$ cat config.mk
export PLATFORM = sky130hd
export DESIGN_NAME = adc_pulse_ctl
export DESIGN_NICKNAME = d
export VERILOG_FILES = /design/src/rtl/adc_pulse_ctl_pkg.sv /design/src/rtl/adc_phase_timer.sv /design/src/rtl/adc_serial_reader.sv /design/src/rtl/adc_pulse_ctl.sv
export SDC_FILE = /design/constraint.sdc
export NUM_CORES = 1
export LEC_CHECK = 0
export ABC_CLOCK_PERIOD_IN_PS = 2800
export CAP_MARGIN = 20
export CORE_MARGIN = 2
export CORE_UTILIZATION = 55
export DETAILED_ROUTE_END_ITERATION = 8
export DONT_BUFFER_PORTS = 1
export PLACE_DENSITY_LB_ADDON = 0.05
export SYNTH_ARGS = -nofsm -noshare
export SYNTH_HDL_FRONTEND = slang
export SYNTH_SLANG_ARGS = --single-unit
$ cat constraint.sdc
create_clock -name clk -period 2.8 [get_ports clk]
set_clock_uncertainty 0.2 [all_clocks]
set_input_delay 0.56 -clock clk [delete_from_list [all_inputs] [get_ports clk]]
set_output_delay 0.56 -clock clk [all_outputs]
set_load 0.01 [all_outputs]
$ cat src/rtl/adc_pulse_ctl_pkg.sv
package adc_pulse_ctl_pkg;

  typedef enum logic [2:0] {
    ST_IDLE   = 3'd0,
    ST_PRE_HI = 3'd1,
    ST_PRE_LO = 3'd2,
    ST_ACQ    = 3'd3,
    ST_CONV   = 3'd4,
    ST_READ   = 3'd5
  } ctl_state_e;

  // ceil(ns * hz / 1e9), never below one cycle
  function automatic int unsigned ns_to_cycles(input longint unsigned ns,
                                               input longint unsigned hz);
    longint unsigned prod;
    longint unsigned cyc;
    prod = ns * hz;
    cyc  = (prod + 64'd999_999_999) / 64'd1_000_000_000;
    if (cyc == 0) cyc = 1;
    return int'(cyc);
  endfunction

  function automatic int unsigned max3(input int unsigned a, input int unsigned b,
                                       input int unsigned c);
    int unsigned m;
    m = a;
    if (b > m) m = b;
    if (c > m) m = c;
    return m;
  endfunction

endpackage

$ cat src/rtl/adc_phase_timer.sv
module adc_phase_timer #(
  parameter int unsigned CW = 9
) (
  input  logic          clk,
  input  logic          rst,
  input  logic          load_i,
  input  logic [CW-1:0] len_i,
  output logic          last_o
);
  logic [CW-1:0] cnt_q;

  always_ff @(posedge clk) begin
    if (rst) begin
      cnt_q <= '0;
    end else if (load_i) begin
      cnt_q <= len_i - CW'(1);
    end else if (cnt_q != '0) begin
      cnt_q <= cnt_q - CW'(1);
    end
  end

  assign last_o = (cnt_q == '0);

  // without a reload the count only steps down by one or rests at zero
  a_r10_timer_steps: assert property (@(posedge clk) disable iff (rst)
    !load_i |=> (cnt_q == '0 || cnt_q == $past(cnt_q) - CW'(1)));

endmodule

$ cat src/rtl/adc_serial_reader.sv
module adc_serial_reader #(
  parameter int unsigned FRAME_BITS = 12,
  parameter int unsigned RES_BITS   = 10,
  parameter int unsigned HALF_CYC   = 5
) (
  input  logic                clk,
  input  logic                rst,
  input  logic                go_i,
  input  logic                sdata_i,
  output logic                sclk_o,
  output logic                fin_o,
  output logic [RES_BITS-1:0] data_o
);
  localparam int unsigned HW = (HALF_CYC > 1) ? $clog2(HALF_CYC) : 1;
  localparam int unsigned BW = $clog2(FRAME_BITS + 1);
  localparam logic [HW-1:0] HALF_LAST = HW'(HALF_CYC - 1);
  localparam logic [BW-1:0] BIT_LAST  = BW'(FRAME_BITS - 1);

  logic                  active_q;
  logic                  sclk_q;
  logic                  fin_q;
  logic [HW-1:0]         hcnt_q;
  logic [BW-1:0]         bitcnt_q;
  logic [FRAME_BITS-1:0] shreg_q;

  always_ff @(posedge clk) begin
    if (rst) begin
      active_q <= 1'b0;
      sclk_q   <= 1'b0;
      fin_q    <= 1'b0;
      hcnt_q   <= '0;
      bitcnt_q <= '0;
      shreg_q  <= '0;
    end else begin
      fin_q <= 1'b0;
      if (go_i && !active_q) begin
        active_q <= 1'b1;
        sclk_q   <= 1'b0;
        hcnt_q   <= HALF_LAST;
        bitcnt_q <= '0;
      end else if (active_q) begin
        if (hcnt_q != '0) begin
          hcnt_q <= hcnt_q - HW'(1);
        end else begin
          hcnt_q <= HALF_LAST;
          if (!sclk_q) begin
            sclk_q  <= 1'b1;
            shreg_q <= {shreg_q[FRAME_BITS-2:0], sdata_i};
          end else begin
            sclk_q <= 1'b0;
            if (bitcnt_q == BIT_LAST) begin
              active_q <= 1'b0;
              fin_q    <= 1'b1;
            end else begin
              bitcnt_q <= bitcnt_q + BW'(1);
            end
          end
        end
      end
    end
  end

  assign sclk_o = sclk_q;
  assign fin_o  = fin_q;
  assign data_o = shreg_q[FRAME_BITS-1 -: RES_BITS];

  // serial clock idles low whenever no frame is being read
  a_r6_sclk_idle_low: assert property (@(posedge clk) disable iff (rst)
    !active_q |-> !sclk_q);

  // the frame ends only after the last bit position
  a_r6_full_frame: assert property (@(posedge clk) disable iff (rst)
    $rose(fin_q) |-> $past(bitcnt_q) == BIT_LAST);

endmodule

$ cat src/rtl/adc_pulse_ctl.sv
module adc_pulse_ctl
  import adc_pulse_ctl_pkg::*;
#(
  parameter longint unsigned CLK_HZ       = 125_000_000,
  parameter longint unsigned PULSE_NS     = 30,
  parameter longint unsigned ACQ_NS       = 1400,
  parameter longint unsigned CONV_NS      = 3700,
  parameter longint unsigned SCLK_HALF_NS = 40,
  parameter int unsigned     FRAME_BITS   = 12,
  parameter int unsigned     RES_BITS     = 10,
  parameter int unsigned     OUT_W        = 16
) (
  input  logic             clk,
  input  logic             rst,
  input  logic             req_valid,
  input  logic             req_mode,
  output logic             req_ready,
  output logic             busy,
  output logic             res_valid,
  output logic [OUT_W-1:0] res_data,
  output logic             res_mode,
  output logic             conv_start,
  output logic             sclk,
  input  logic             sdata
);
  localparam int unsigned PULSE_CYC = ns_to_cycles(PULSE_NS, CLK_HZ);
  localparam int unsigned ACQ_CYC   = ns_to_cycles(ACQ_NS, CLK_HZ);
  localparam int unsigned CONV_CYC  = ns_to_cycles(CONV_NS, CLK_HZ);
  localparam int unsigned HALF_CYC  = ns_to_cycles(SCLK_HALF_NS, CLK_HZ);
  localparam int unsigned MAX_CYC   = max3(PULSE_CYC, ACQ_CYC, CONV_CYC);
  localparam int unsigned CW        = $clog2(MAX_CYC + 1);
  localparam int unsigned EXT_W     = OUT_W - RES_BITS;

  ctl_state_e          state_q, state_d;
  logic                mode_q;
  logic                load;
  logic [CW-1:0]       len;
  logic                t_last;
  logic                rd_go;
  logic                rd_fin;
  logic [RES_BITS-1:0] rd_data;
  logic                start_q;
  logic                rv_q;
  logic [OUT_W-1:0]    rdata_q;
  logic                accept;

  assign accept = req_valid && (state_q == ST_IDLE);

  always_comb begin
    state_d = state_q;
    unique case (state_q)
      ST_IDLE:   if (req_valid) state_d = req_mode ? ST_PRE_HI : ST_ACQ;
      ST_PRE_HI: if (t_last)    state_d = ST_PRE_LO;
      ST_PRE_LO: if (t_last)    state_d = ST_ACQ;
      ST_ACQ:    if (t_last)    state_d = ST_CONV;
      ST_CONV:   if (t_last)    state_d = ST_READ;
      ST_READ:   if (rd_fin)    state_d = ST_IDLE;
      default:                  state_d = ST_IDLE;
    endcase
  end

  always_comb begin
    unique case (state_d)
      ST_PRE_HI, ST_PRE_LO: len = CW'(PULSE_CYC);
      ST_ACQ:               len = CW'(ACQ_CYC);
      ST_CONV:              len = CW'(CONV_CYC);
      default:              len = CW'(1);
    endcase
  end

  assign load  = (state_d != state_q);
  assign rd_go = (state_d == ST_READ) && (state_q != ST_READ);

  always_ff @(posedge clk) begin
    if (rst) begin
      state_q <= ST_IDLE;
      mode_q  <= 1'b0;
      start_q <= 1'b0;
      rv_q    <= 1'b0;
      rdata_q <= '0;
    end else begin
      state_q <= state_d;
      start_q <= (state_d == ST_PRE_HI) || (state_d == ST_ACQ);
      rv_q    <= 1'b0;
      if (accept) mode_q <= req_mode;
      if (rd_fin && state_q == ST_READ) begin
        rv_q <= 1'b1;
        if (mode_q) rdata_q <= {{EXT_W{rd_data[RES_BITS-1]}}, rd_data};
        else        rdata_q <= {{EXT_W{1'b0}}, rd_data};
      end
    end
  end

  adc_phase_timer #(.CW(CW)) u_timer (
    .clk   (clk),
    .rst   (rst),
    .load_i(load),
    .len_i (len),
    .last_o(t_last)
  );

  adc_serial_reader #(
    .FRAME_BITS(FRAME_BITS),
    .RES_BITS  (RES_BITS),
    .HALF_CYC  (HALF_CYC)
  ) u_reader (
    .clk    (clk),
    .rst    (rst),
    .go_i   (rd_go),
    .sdata_i(sdata),
    .sclk_o (sclk),
    .fin_o  (rd_fin),
    .data_o (rd_data)
  );

  assign req_ready  = (state_q == ST_IDLE);
  assign busy       = (state_q != ST_IDLE);
  assign conv_start = start_q;
  assign res_valid  = rv_q;
  assign res_data   = rdata_q;
  assign res_mode   = mode_q;

  // never clock the serial port while the start line is high
  a_r6_no_sclk_in_track: assert property (@(posedge clk) disable iff (rst)
    conv_start |-> !sclk);

  // result strobe lasts one cycle
  a_r9_single_strobe: assert property (@(posedge clk) disable iff (rst)
    res_valid |=> !res_valid);

  // an accepted request makes the block busy in the next cycle
  a_r2_accept_busy: assert property (@(posedge clk) disable iff (rst)
    (req_valid && req_ready) |=> busy);

  // the mode may only change through an accepted request
  a_r2_mode_hold: assert property (@(posedge clk) disable iff (rst)
    busy |=> $stable(res_mode));

  // a bipolar negative result is sign-extended
  a_r8_sign_ext: assert property (@(posedge clk) disable iff (rst)
    (res_valid && res_mode && res_data[RES_BITS-1]) |-> res_data[OUT_W-1]);

  // a unipolar result has no upper bits set
  a_r8_zero_ext: assert property (@(posedge clk) disable iff (rst)
    (res_valid && !res_mode) |-> (res_data[OUT_W-1:RES_BITS] == '0));

  // no start pulse while idle
  a_r1_idle_quiet: assert property (@(posedge clk) disable iff (rst)
    req_ready |-> !conv_start && !sclk);

endmodule

## Word level (Yosys, flattened, before mapping)

Cells that the tools add are included.
Widths: inputs -> output; s select.

- Bitwise gates (word level): 5
- Reductions and logical operators: 19
- Add/sub/neg operators: 4
- Mux-type cells: 23
- Eq/ne operators: 13

Operators with widths:

| kind | count |
|---|---|
| $mux 3 | 9 |
| $pmux 9 s3 | 1 |
| $mux 9 | 2 |
| $pmux 3 s6 | 1 |
| $sub 9x1->9 const B | 2 |
| $mux 16 | 1 |
| $eq 3x2->1 const B | 4 |
| $eq 3x3->1 const B | 4 |
| $logic_not 9->1 | 1 |
| $reduce_bool 9->1 | 1 |
| $mux 1 | 8 |
| $reduce_and 4->1 | 2 |
| $eq 3x1->1 const B | 2 |
| $reduce_bool 3->1 | 2 |
| $not 1->1 | 5 |
| $reduce_or 5->1 | 1 |
| $add 4x1->4 const B | 1 |
| $eq 4x4->1 const B | 1 |
| $logic_and 1x1->1 | 4 |
| $reduce_bool 2->1 | 2 |
| $reduce_or 2->1 | 2 |
| $logic_not 3->1 | 1 |
| $ne 3x3->1 | 1 |
| $ne 3x3->1 const B | 1 |
| other kinds (5) | 5 |

- Input port bits: 5
- Register bits: 53
- Output and inout port bits: 22

## Logic depth before layout (Yosys ltp)

Gate-level depths: netlist of the first run.

- Depth in word-level cells: 8
- Gate-level depth with buffers: 11
- Gate-level depth less buffers: 10

## Hierarchy

Synthesis of the first run repeated with hierarchy kept, for this count alone.

- Cell total of the unflattened synthesis: 286
- Area, all modules: 2404.8 um^2

By module, submodules not included:

| module | area each (um^2) | cells each | times used |
|---|---|---|---|
| adc_serial_reader | 992.2 | 118 | 1 |
| adc_pulse_ctl | 804.5 | 103 | 1 |
| adc_phase_timer | 608.1 | 65 | 1 |

## Worst setup path after synthesis of the first run

Ideal clock, no wire load.

- Kind: register -> register
- Start: register u_timer.cnt_q[8]
- End: register u_timer.cnt_q[6]
- Data required time: 2.530 ns
- Buffers on the path: 0
- Slack: -0.229 ns
- Arrival time: 2.759 ns
- Period minus slack after synthesis: 3.029 ns
- Stages on the path, launching flop included: 10
- Cell sequence: dfxtp_1 or3_2 or4_4 a21oi_2 nand2_1 o32ai_2 ha_1 inv_1 or4_1 a21oi_1

- Longest elaborated chain between the ends: 8
- Elaborated cells on any way between the ends: 17
- Those cells by class: add/sub: 1; eq/ne: 5; mux: 7; reduce/logical: 4

Ends and longest elaborated chain:

| what | RTL line | text |
|---|---|---|
| start: declaration | adc_phase_timer.sv:10 | `logic [CW-1:0] cnt_q;` |
| start signal: assignment | adc_phase_timer.sv:16 | `cnt_q <= len_i - CW'(1);` |
| start signal: assignment | adc_phase_timer.sv:18 | `cnt_q <= cnt_q - CW'(1);` |
| $logic_not 9->1 | adc_phase_timer.sv:22 | `assign last_o = (cnt_q == '0);` |
| $mux 3, on equally long branches | - |  |
| $pmux 3 s6 | adc_pulse_ctl.sv:51 | `unique case (state_q)` |
| $eq 3x1->1 or $eq 3x2->1 (tied branches) | adc_pulse_ctl.sv:63 | `unique case (state_d)` |
| $reduce_or 2->1 | adc_pulse_ctl.sv:63 |  |
| $pmux 9 s3 | adc_pulse_ctl.sv:63 |  |
| $sub 9x1->9 | adc_phase_timer.sv:16 |  |
| $mux 9 | adc_phase_timer.sv:15 | `end else if (load_i) begin` |

Several ways; a longest one is shown, not always the timed one.
A chain may end at the register's enable or synchronous reset.

## Final worst setup path of the first run

- Start: register u_timer.cnt_q[5]
- End: register u_timer.cnt_q[6]

Same word-level chain as after synthesis.

==> results of run 1 <==
[flip-flops by register name, summed over array words and instances, names as in the netlist]
| name | flops |
|---|---|
| u_reader.sclk_o | 1 |
| u_reader.bitcnt_q | 4 |
| res_valid | 1 |
| u_reader.fin_o | 1 |
| state_q | 3 |
| res_mode | 1 |
| conv_start | 1 |
| u_reader.active_q | 1 |
| u_timer.cnt_q | 9 |
| res_data | 11 |
| u_reader.hcnt_q | 3 |
| u_reader.shreg_q | 12 |
[worst reg2reg max path, stage by stage (launching register included)]
cell and delay (ns):
dfxtp_1 0.32, or3_4 0.39, or4_4 0.57, a21oi_4 0.16, nand2_2 0.09, o32ai_4 0.31
ha_2 0.23, inv_2 0.06, or4_4 0.47, a21oi_2 0.11
[metrics by stage]
| stage | instances | setup slack, ns | instance area [µm²] |
|---|---|---|---|
| after floorplan | 275 | -0.187 | 2290 |
| after global placement | 352 | -0.104 | 2580 |
| after detailed placement | 352 | -0.147 | 2580 |
| after CTS | 361 | -0.0931 | 2760 |
| after global routing | 362 | -0.283 | 2780 |
| final | 362 | -0.175 | 2780 |
[report_power, final]
group	internal (mW)	switching (mW)
sequential	0.755	0.0573
combinational	0.917	0.845
clock	0.269	0.245
total	1.94	1.15
[what timing repair did]
item	4_1_cts	5_1_grt
resized for setup	9	4
hold endpoints to repair	0	0
pin swaps	4	3
buffers inserted	1	1
endpoints found under the setup margin	3	4
[cell usage in the layout, fill, tap and decap left out, types with 2 or more instances in the layout]
cell and count:
a22oi_1 3, a21o_1 2, ha_1 2, buf_6 3
or4_4 2, nand2b_1 3, xnor2_1 3, buf_4 43
nor2_1 21, nand2_1 60, nand4_1 3, dfxtp_1 48
xor2_1 3, inv_1 8, nand3_1 5, a211o_1 2
nor3_1 6, and2_1 2, a21oi_1 33, a41oi_1 2
o21ai_0 4, nor3b_1 2, mux2i_1 2, or3_4 3
nor3_2 2, clkbuf_8 5
[cells by family after synthesis]
group | count (synthesis) | share of synthesized area (%)
compound gates | 67 | 21.1
xor+xnor | 6 | 2.31
fa+ha+maj | 3 | 1.65
buf+inv | 26 | 6.11
flops | 48 | 42.3
mux | 2 | 0.881
simple gates | 123 | 25.7
[area by class of cell]
type                       instances  area share, %
multi-input combinational        201           45.1
sequential                        48           34.5
timing repair buffer              46           12.8
clock buffer                       5           2.47
tap                               50           2.25
clock inverter                     3           1.66
inverter                           9           1.21
[path summary, 6_finish.rpt]
kind	startpoint	endpoint	slack, ns	depth (start not counted)
setup / recovery	u_timer.cnt_q[5]	u_timer.cnt_q[6]	-0.17	9
hold / removal	rst	u_reader.shreg_q[11]	0.12	1
setup reg to reg	u_timer.cnt_q[5]	u_timer.cnt_q[6]	-0.17	9
hold reg to reg	u_reader.shreg_q[1]	u_reader.shreg_q[1]	0.25	2
[layer usage]
| layer | share of wire (%) | vias up |
|---|---|---|
| met2 | 49 | 47 |
| met3 | 5.7 | 11 |
| met1 | 44 | 941 |
| li1 | - | 1033 |
| met4 | 1.9 | 0 |
| met5 | 0 | - |
==> results.txt, run 1 <==
- Result of the run: finished, violations left
- The final reports fail on negative setup slack.
- The slowest stage of the critical path belongs to the cell or4_4.
- At the pin with the least slew margin, the transition time is between 0.7 and 0.8 ns.
- Clock latency reported for the late side of the worst-skew pair: 0.31 ns
- Path class of the lowest-slack min-delay path: in -> reg
* Critical Path End Type: flop
- The via count of the first global-routing pass came to approximately 1900.
- Data arrival time of the worst path: roughly 3 ns
* Setup_tns: -0.406 ns
- Core Region: between 4000 and 5000 µm²
* Met3 Track Usage GR: ~5.6%
- Global routing consumed, on the met1 layer, 32.1% of the routing resources.
- Total via count after detailed routing: between 2000 and 2500
- The number of antenna diodes in the final layout is 0.
- Part of the cycle the worst path needs: 106%
- P per Cell Area: 1110 nW/µm²
- Clock-pin slew was measured on the worst setup and hold paths at ~0.090 ns.
* Nets@finish: 319
- Cell family with the largest share of critical-path delay: simple AND/OR/NAND/NOR gates
* Total length of routed wires: 5340 µm
- Among all cell types in the netlist, the one instantiated most often is nand2_1.
- Once detail routing completed, the nets flagged for antenna violations numbered 0.
- Most area-hungry cell type in the Yosys netlist: dfxtp_1
* Final cell utilization of the core: between 60% and 70%
* Critical path type: reg -> reg
- For this run, global-route usage on met2 was measured as between 40% and 50%.
* Initial Utilization: between 50% and 60%
- The worst-case IR drop observed on VDD is roughly 0.00049 V.
- In the synthesized netlist, the cells that appear most often are nand2_1, dfxtp_1, a21oi_1.
- In the post-route analysis, the smallest setup slack over all paths is -0.175 ns.
- Input and output buffers added on the ports amount to 0.
- The number of pins with negative max-slew slack in the final report is 0.
- Hold violation count in the final report: 0
- Cell breakdown of the critical path: or3_4 -> or4_4 -> a21oi_4 -> nand2_2 -> o32ai_4 -> ha_2 -> inv_2 -> or4_4 -> a21oi_2
- In this run the static leakage power is ~1.1 nW.
* # rows: 23
- Wire length per cell: 14.8 µm
- Most frequent cell on the critical path: or4_4
- Area of the multi-input gates: ~1300 µm²
* Via-to-Cell Ratio: roughly 5.6
- Share of flip-flops with an asynchronous set or reset: 0%
- Post-synthesis instance area: around 2300 µm²
- Count of warnings emitted by yosys: 0
- Summed over all layers, the global routing overflow is 0.
* Count of cell types in the netlist: just under 60
* Instance count of the mapped netlist: between 200 and 300
* Die Span Y: between 60 and 70 µm
* Number of DRC markers in iteration 0: just under 90
* Number of antenna violations at the first check in global routing: 0
- CTS tree: built
- Synth Register Bits: 48
- Share of final-layout standard cells stronger than drive strength 1: around a quarter
* HPWL after DPL: 3900 µm
- For this run, the slowest stage of the critical path takes ~0.57 ns.
- The root buffer cell chosen for the clock tree is clkbuf_8.
* First-pass GRT wire length: 8650 µm
- Global router's overall resource usage: about a quarter
- STA classifies the critical path startpoint as a flop.
* Fmax: ~340 MHz
* Worst Hold Slack: approximately 0.12 ns
* Count of unresolved DRC violations after routing: 0
- Pre-Repair DR Iteration Count: 4
* Mean Syn Cell Area: between 8 and 9 µm²
- Synthesized Nets: between 200 and 300
- The design draws just over 3 mW.
- The clock passes through at most 2 buffers.
* CTS H-Tree Depth: 2
- Of the post-synthesis cell area, the dominant cell type holds around 42%.
- Setup violation total in the final timing report: 3
- Fill count: 316
* CTS Sinks: 48
* Maximum number of pins on one net before global-route repair: 34
* # hold bufs at CTS: 0
- From synthesis to final layout, the design area changed by 22.5%.
- Die span in x: 68.3 µm
- Together, buffers and inverters on the worst path number 1.
- Routability congestion estimate from global placement: about 0.92
- Max Fanout on Critical Path: 5
- The sequential cells in the finished layout cover a total of between 900 and 1000 µm².
* Number of I/O pins: 27
- Tightest slew margin relative to the limit: about half
* Number of enable-type register cells in the synthesized netlist: 0
- After layout, the minimum clock period comes to roughly 3.0 ns.
* Unrepaired setup endpoints after global routing: yes
- Data on the critical path is required at its endpoint by ~2.8 ns.
- Die footprint: ~4700 µm²
* Busiest layer in global routing: met2
* Top cells by area in the synthesized netlist: dfxtp_1, nand2_1, a21oi_1, nor2_1, buf_4
- Sequential elements use 42.3% of the synthesized area.
- Most instantiated flip-flop cell in the synthesis netlist: dfxtp_1
- Total CTS buffers: 5
- Max-cap violations: 0
(Power assumes the default switching activity.)
==> run 2, diff against run 1 <==
- ABC_CLOCK_PERIOD_IN_PS: 2800 -> 2510
- PLACE_DENSITY: not set -> 0.76
- PLACE_DENSITY_LB_ADDON: 0.05 -> not set
- SKIP_CTS_REPAIR_TIMING: not set -> 1
- clock period: 2.8 -> 2.51 ns (I/O delays scaled with it)
==> run 2 against run 1 <==
Effect of this change: the run still ends with negative setup slack left; flip-flop and latch count did not move; design area increased by 3.1%; routed wire length grew 16%; final cell count grew 2.8%; via count is 8.2% higher; die area did not move; first-iteration DRC count increased to 3.1 times the previous value; critical path depth up 2; critical path type unchanged; largest cell class unchanged; highest routed layer unchanged.
==> results.txt, run 2 (synthesis gave the netlist of run 1 again) <==
* Result of the run: finished, violations left
* Failing checks: negative setup slack
- Element type at the critical path start: flop
* Number of DRC markers in iteration 0: 270 (+210%)
- Path depth of the worst reg2reg path: 11 (+2)
- The count of clock tree sinks was 48 (unchanged).
* Met1 routing resource usage after global routing: 31.9% (-0.23 points)
- Overall power after layout: 3.59 mW (+16%)
- The post-layout instance area was 2870 µm² (+3.1%).
* Global router's overall resource usage: 25.0% (-0.13 points)
- Traced cell by cell, the critical path runs through buf_4 -> nor3_2 -> buf_4 -> a41oi_1 -> a211o_1 -> and3_4 -> o32ai_4 -> ha_4 -> inv_2 -> or4_4 -> a21oi_2.
- Initial Utilization: 56.8% (unchanged)
* Vias in the first global route: 1953 (+1.9%)
- Hold Crit Start: rst
* Fill count: 282 (-11%)
* First-pass GRT wire length: 8760 µm (+1.2%)
* Total via count after detailed routing: 2199 (+8.2%)
* Path class of the lowest-slack min-delay path: in -> reg
- Time the worst path needs with I/O delays and setup: 3.02 ns (+0.0466 ns)
- The post-detailed-route via-to-cell ratio is 5.91 (+5.3%).
* Die span in x: 68.3 µm (unchanged)
* Max-cap violations: 0 (unchanged)
- Worst vdd rail ir drop: 0.000857 V (+74%)
* Data arrival time of the worst path: 3.05 ns (+0.03 ns)
- The slowest stage of the critical path is the or4_4 cell.
- The instance area after placement is 2650 µm² (+2.8%).
- The final-stage net count was 329 (+3.1%).
- The met3 capacity usage during global routing was 7.57% (+2.0 points).
* Slew of the pin with the lowest slew margin: 0.597 ns (-0.140 ns)
- The remaining design rule violation count came to 0 (unchanged).
* Part of the cycle the worst path needs: 120% (+14 points)
- Routability congestion estimate from global placement: 0.913 (-1.3%)
* Final max-slew violation count: 0 (unchanged)
* Antenna violation net count after detailed routing: 0 (unchanged)
- Number of I/O pins: 27 (unchanged)
- The maximum buffer depth of the clock tree is 2 (unchanged).
- CTS tree: built
- The tree is rooted in a clkbuf_8.
- Compared with the post-synthesis result, the final layout area differs by 26.3%.
- Setup repair after global routing could not meet its margin everywhere.
- The final wirelength is 6180 µm (+16%).
- The slack of the worst reg-to-reg path was -0.51 ns (-0.34 ns).
* Highest-count cells in the layout ignoring fill and taps: nand2_1, buf_4, dfxtp_1
* Total CTS buffers: 5 (unchanged)
- The relative slew slack was 60.2% (+9.4 points).
- Cell family with the largest share of critical-path delay: compound AO/OA/AOI/OAI gates
- The library cell used most frequently in the layout, excluding fill and tap cells, is nand2_1.
- The minimum hold slack is 0.0722 ns (-0.0478 ns).
* # rows: 23 (unchanged)
- Most frequent cell on the critical path: buf_4
* Register with the most flip-flops: u_reader.shreg_q
- The setup path with the least slack is of type reg -> reg.
- After global routing, the most crowded layer is met2.
* Buf+Inv Stages, Crit Path: 3 (+2)
- Antenna diode count: 0 (unchanged)
- P per Cell Area: 1250 nW/µm² (+13%)
- The peak per-stage delay on the critical path was 0.48 ns (-0.09 ns).
- Critical Path RT: 2.54 ns (-0.30 ns)
* Launch point of the worst path: u_timer.cnt_q[8]
* Core Region: 4000 µm² (unchanged)
- The final hold violation count was 0 (unchanged).
- Critical Path End Type: flop
* Setup violation total in the final timing report: 5 (+2)
- The worst hold path depth was 1 (unchanged).
* Clock latency reported for the late side of the worst-skew pair: 0.30 ns (about the same)
- The count of buffers inserted at the top-level ports came to 0 (unchanged).
* Flip-flop count of the largest register, all copies and words added: 12 (unchanged)
* Fmax: 331 MHz (-1.5%)
- The maximum number of pins on one net before global-route repair is 34 (unchanged).
- Die Span Y: 68.3 µm (unchanged)
- Met2 demand-to-capacity share in global routing: 39.4% (-2.8 points)
* Hold worst-path end: u_reader.fin_o
- Logic depth of the worst path, buffers included: 11 (+2)
- The endpoint identified for the worst register-to-register timing path is u_timer.cnt_q[6].
- The worst register-to-register path begins at u_timer.cnt_q[8].
* CTS H-Tree Depth: 2 (unchanged)
- The total congestion overflow is 0 (unchanged).
- The leakage power summed over all cells is 1.11 nW (+5.0%).
- The final HPWL from detailed placement is 3890 µm (-0.28%).
- Share of final-layout standard cells stronger than drive strength 1: 29.5% (+3.5 points)
- The biggest fanout along the worst timing path was 5 (unchanged).
- Die footprint: 4660 µm² (unchanged)
* Clock-pin slew of the registers on the worst-case setup and hold paths: 0.09 ns (about the same)
- Final critical-path setup slack: -0.511 ns (-0.337 ns)
- Pre-Repair DR Iteration Count: 5 (+1)
- Wire length per cell: 16.6 µm (+13%)
- The initial antenna violation count was 0 (unchanged).
-- run 2: changes by cell type in the layout (fill, tap and decap cells not counted), moves of 2 or more --
cell / delta
buf_4: +10
dfxtp_1: -2
dfxtp_2: +2
nor3_1: -2
nor3_2: +2
-- run 2: per-stage QoR --
| stage | std cells | util [%] | worst slack (ns) | TNS (ns) |
|---|---|---|---|---|
| after floorplan | 275 | - | -0.477 | -1.37 |
| after global placement | 360 | 66.3 | -0.390 | -1.16 |
| after detailed placement | 360 | 66.3 | -0.482 | -1.46 |
| after CTS | 368 | 68.7 | -0.534 | -1.70 |
| after global routing | 372 | 71.7 | -0.580 | -2.17 |
| final | 372 | 71.7 | -0.511 | -1.71 |
-- run 2: worst max-delay path by stage --
stage	end	slack [ns]
3_5_place_dp	u_timer.cnt_q[6]	-0.48
6_report	u_timer.cnt_q[6]	-0.51
3_3_place_gp	u_timer.cnt_q[6]	-0.39
4_1_cts	u_timer.cnt_q[6]	-0.53
2_1_floorplan	u_timer.cnt_q[6]	-0.48
5_1_grt	u_timer.cnt_q[6]	-0.58
-- run 2: final cells by class --
class	instances	area, µm²	share of cell area [%]
repair buffers	56	440	15.4
clock buffers	6	82.6	2.88
well taps	50	62.6	2.18
clock inverters	2	13.8	0.480
inverters	9	33.8	1.18
flip-flops and latches	48	963	33.6
multi-input cells	201	1270	44.4
-- run 2: power by group --
part / internal [mW] / leakage [nW] / switching (mW)
Sequential: 0.845 / 0.390 / 0.0530
Clock: 0.226 / 0.0516 / 0.263
Combinational: 1.11 / 0.666 / 1.10
Total: 2.18 / 1.11 / 1.42
-- run 2: worst register-to-register path: cells and delay by family, from the launching register on --
kind,cells,cell delay [ns]
flops,1,0.33
fa+ha+maj,1,0.20
simple gates,3,0.90
buf+inv,3,0.35
compound gates,4,0.99
-- run 2: routing by layer --
metal / share of wire [%] / wire length, µm
met2: 48 / 2950
met4: 3.4 / 212
met1: 42 / 2600
met3: 6.8 / 418
met5: 0 / 0
==> run 3, diff against run 2 <==
- REMOVE_ABC_BUFFERS: not set -> 1
==> run 3 against run 2 <==
Effect of this change: the run still ends with negative setup slack left; critical endpoint unchanged; sequential share of layout area decreased by 0.75 points; clock power increased by 20%; non-clock buffer count increased by 7; count of clock-buffer cells in the layout unchanged; critical path type unchanged.
==> results.txt, run 3 (synthesis gave the netlist of run 1 again) <==
- Core Region: 4000 µm² (unchanged)
- Slew of the pin with the lowest slew margin: 0.597 ns (+0.000384 ns)
- Nets@finish: 336 (+2.1%)
* Largest incremental delay on the critical path: 0.58 ns (+0.10 ns)
- CTS Sinks: 48 (unchanged)
* Most frequent cell on the critical path: or4_4
- The layout filler cell count came to 294 (+4.3%).
- Unrepaired setup endpoints after global routing: yes
- Standard cell area after detailed placement: 2650 µm² (about the same)
* Number of DRC markers in iteration 0: 150 (-44%)
- Compared with the post-synthesis result, the final layout area differs by 29.0%.
* Register with the most flip-flops: u_reader.shreg_q
* Number of antenna violations at the first check in global routing: 0 (unchanged)
- The startpoint identified for the worst register-to-register timing path is u_timer.cnt_q[7].
- The non-filler instance count after layout came to 379 (+1.9%).
* Final critical-path setup slack: -0.502 ns (+0.00898 ns)
* Hold violation count in the final report: 0 (unchanged)
- Total length of routed wires: 6010 µm (-2.7%)
* Die footprint: 4660 µm² (unchanged)
- Placed cells: 364 (+1.1%)
- The peak ir drop on the vdd network was 0.000889 V (+3.7%).
- Leaving out fill and tap cells, the most frequent cell in the layout is buf_4.
- Vias in the first global route: 1878 (-3.8%)
- The leakage power summed over all cells came to 1.15 nW (+3.5%).
* Final cell utilization of the core: 73.3% (+1.5 points)
* Part of the cycle the worst path needs: 120% (-0.36 points)
- Maximum number of pins on one net before global-route repair: 34 (unchanged)
- CTS H-Tree Depth: 2 (unchanged)
- Walking the worst path, the cells encountered are or3_4 -> or4_4 -> a21oi_4 -> nand2_2 -> o32ai_4 -> ha_4 -> inv_2 -> or4_4 -> a21oi_2.
- The worst setup path is of the reg -> reg kind.
- Critical Path RT: 2.55 ns (about the same)
- Number of I/O pins: 27 (unchanged)
- The critical path starts at u_timer.cnt_q[7].
- Tightest slew margin relative to the limit: 60.1% (about the same)
- TritonCTS built the clock tree.
- The time the worst path needs with I/O delays and setup was 3.01 ns (-0.00898 ns).
- The maximum buffer depth of the clock tree came to 2 (unchanged).
- Cell chosen for the clock root: clkbuf_8
* Clock latency reported for the late side of the worst-skew pair: 0.30 ns (about the same)
- Data arrival time of the worst path: 3.06 ns (about the same)
- The tightest min-delay check is of the in -> reg type.
* Count of unresolved DRC violations after routing: 0 (unchanged)
- The total clock buffers created by CTS came to 5 (unchanged).
- The global-route wire length before repair is 8340 µm (-4.7%).
- The antenna diode count came to 0 (unchanged).
- In this run the most critical hold path is launched from rst.
- Critical Path End Type: flop
- Routability congestion estimate from global placement: 0.892 (-2.3%)
* Failing checks: negative setup slack
* Initial Utilization: 56.8% (unchanged)
- The library cells used most frequently in the layout, excluding fill and tap cells, are buf_4, nand2_1, dfxtp_1.
* Die span in x: 68.3 µm (unchanged)
- The clock slew seen by the registers of the worst setup and hold paths came to 0.09 ns (about the same).
* Antenna violation net count after detailed routing: 0 (unchanged)
* Share of final-layout standard cells stronger than drive strength 1: 30.4% (+0.89 points)
- Via-to-Cell Ratio: 5.82 (-1.6%)
- Wire length per cell: 15.9 µm (-4.5%)
* Worst Hold Slack: 0.0554 ns (-0.0168 ns)
* Setup violation total in the final timing report: 5 (unchanged)
- Total via count after detailed routing: 2204 (+0.23%)
- The count of buffers inserted at the top-level ports is 0 (unchanged).
* Die Span Y: 68.3 µm (unchanged)
- STA classifies the critical path startpoint as a flop.
- Sum of overflow across all layers after global routing: 0 (unchanged)
* Area of all placed cells without fillers: 2930 µm² (+2.1%)
- Flip-flop count of the largest register, all copies and words added: 12 (unchanged)
- # rows: 23 (unchanged)
- The total power of the final layout was 3.73 mW (+3.8%).
- The number of pins with negative max-slew slack in the final report was 0 (unchanged).
- The biggest fanout along the worst timing path is 4 (-1).
* Pre-Repair DR Iteration Count: 4 (-1)
- Max-cap violations: 0 (unchanged)
- P per Cell Area: 1270 nW/µm² (+1.6%)
- The run finished, with violations left.
- The final HPWL from detailed placement is 3900 µm (+0.41%).
- The upper clock frequency limit was 332 MHz (+0.30%).
- Slowest CP cell: or4_4
* Global router's overall resource usage: 24.1% (-0.96 points)
## run 3: changes by cell type in the layout (fill, tap and decap cells not counted), sizes merged
cell and change:
buf +7, inv -1, bufinv +1
## run 3: layer usage
layer / up-vias / routed length (µm) / global-route usage [%]
li1: 1060 / - / -
met1: 1036 / 2640 / 30.2
met2: 93 / 2910 / 40.8
met3: 15 / 367 / 4.61
met4: 0 / 101 / 8.75
met5: - / 0 / 0
## run 3: critical path: cells and delay by family (launching register included)
kind,cells,cell delay (ns)
simple gates,4,1.56
compound gates,3,0.62
flops,1,0.34
fa+ha+maj,1,0.18
buf+inv,1,0.04
## run 3: power by group
part	total, mW	switching [mW]	leakage [nW]	internal [mW]
Clock	0.589	0.263	0.0614	0.326
Combinational	2.22	1.06	0.695	1.15
Sequential	0.921	0.0784	0.390	0.843
Total	3.73	1.41	1.15	2.32
## run 3: layout make-up
cell class | instances | area [µm²] | area share (%)
multi-input cells | 201 | 1280 | 43.6
repair buffers | 63 | 473 | 16.1
well taps | 50 | 62.6 | 2.13
flip-flops and latches | 48 | 962 | 32.8
inverters | 9 | 33.8 | 1.15
clock inverters | 2 | 38.8 | 1.32
clock buffers | 6 | 82.6 | 2.82
## run 3: per-stage QoR
step / setup slack [ns] / setup TNS [ns]
2_1_floorplan: -0.554 / -1.45
3_3_place_gp: -0.510 / -1.53
3_5_place_dp: -0.603 / -1.95
4_1_cts: -0.622 / -2.05
5_1_grt: -0.641 / -2.16
6_report: -0.502 / -1.70
## run 3: final timing paths
kind,end,slack [ns],depth (start not counted)
hold / removal,state_q[2],0.06,1
setup reg to reg,u_timer.cnt_q[6],-0.50,9
setup / recovery,u_timer.cnt_q[6],-0.50,9
hold reg to reg,u_reader.shreg_q[2],0.26,2
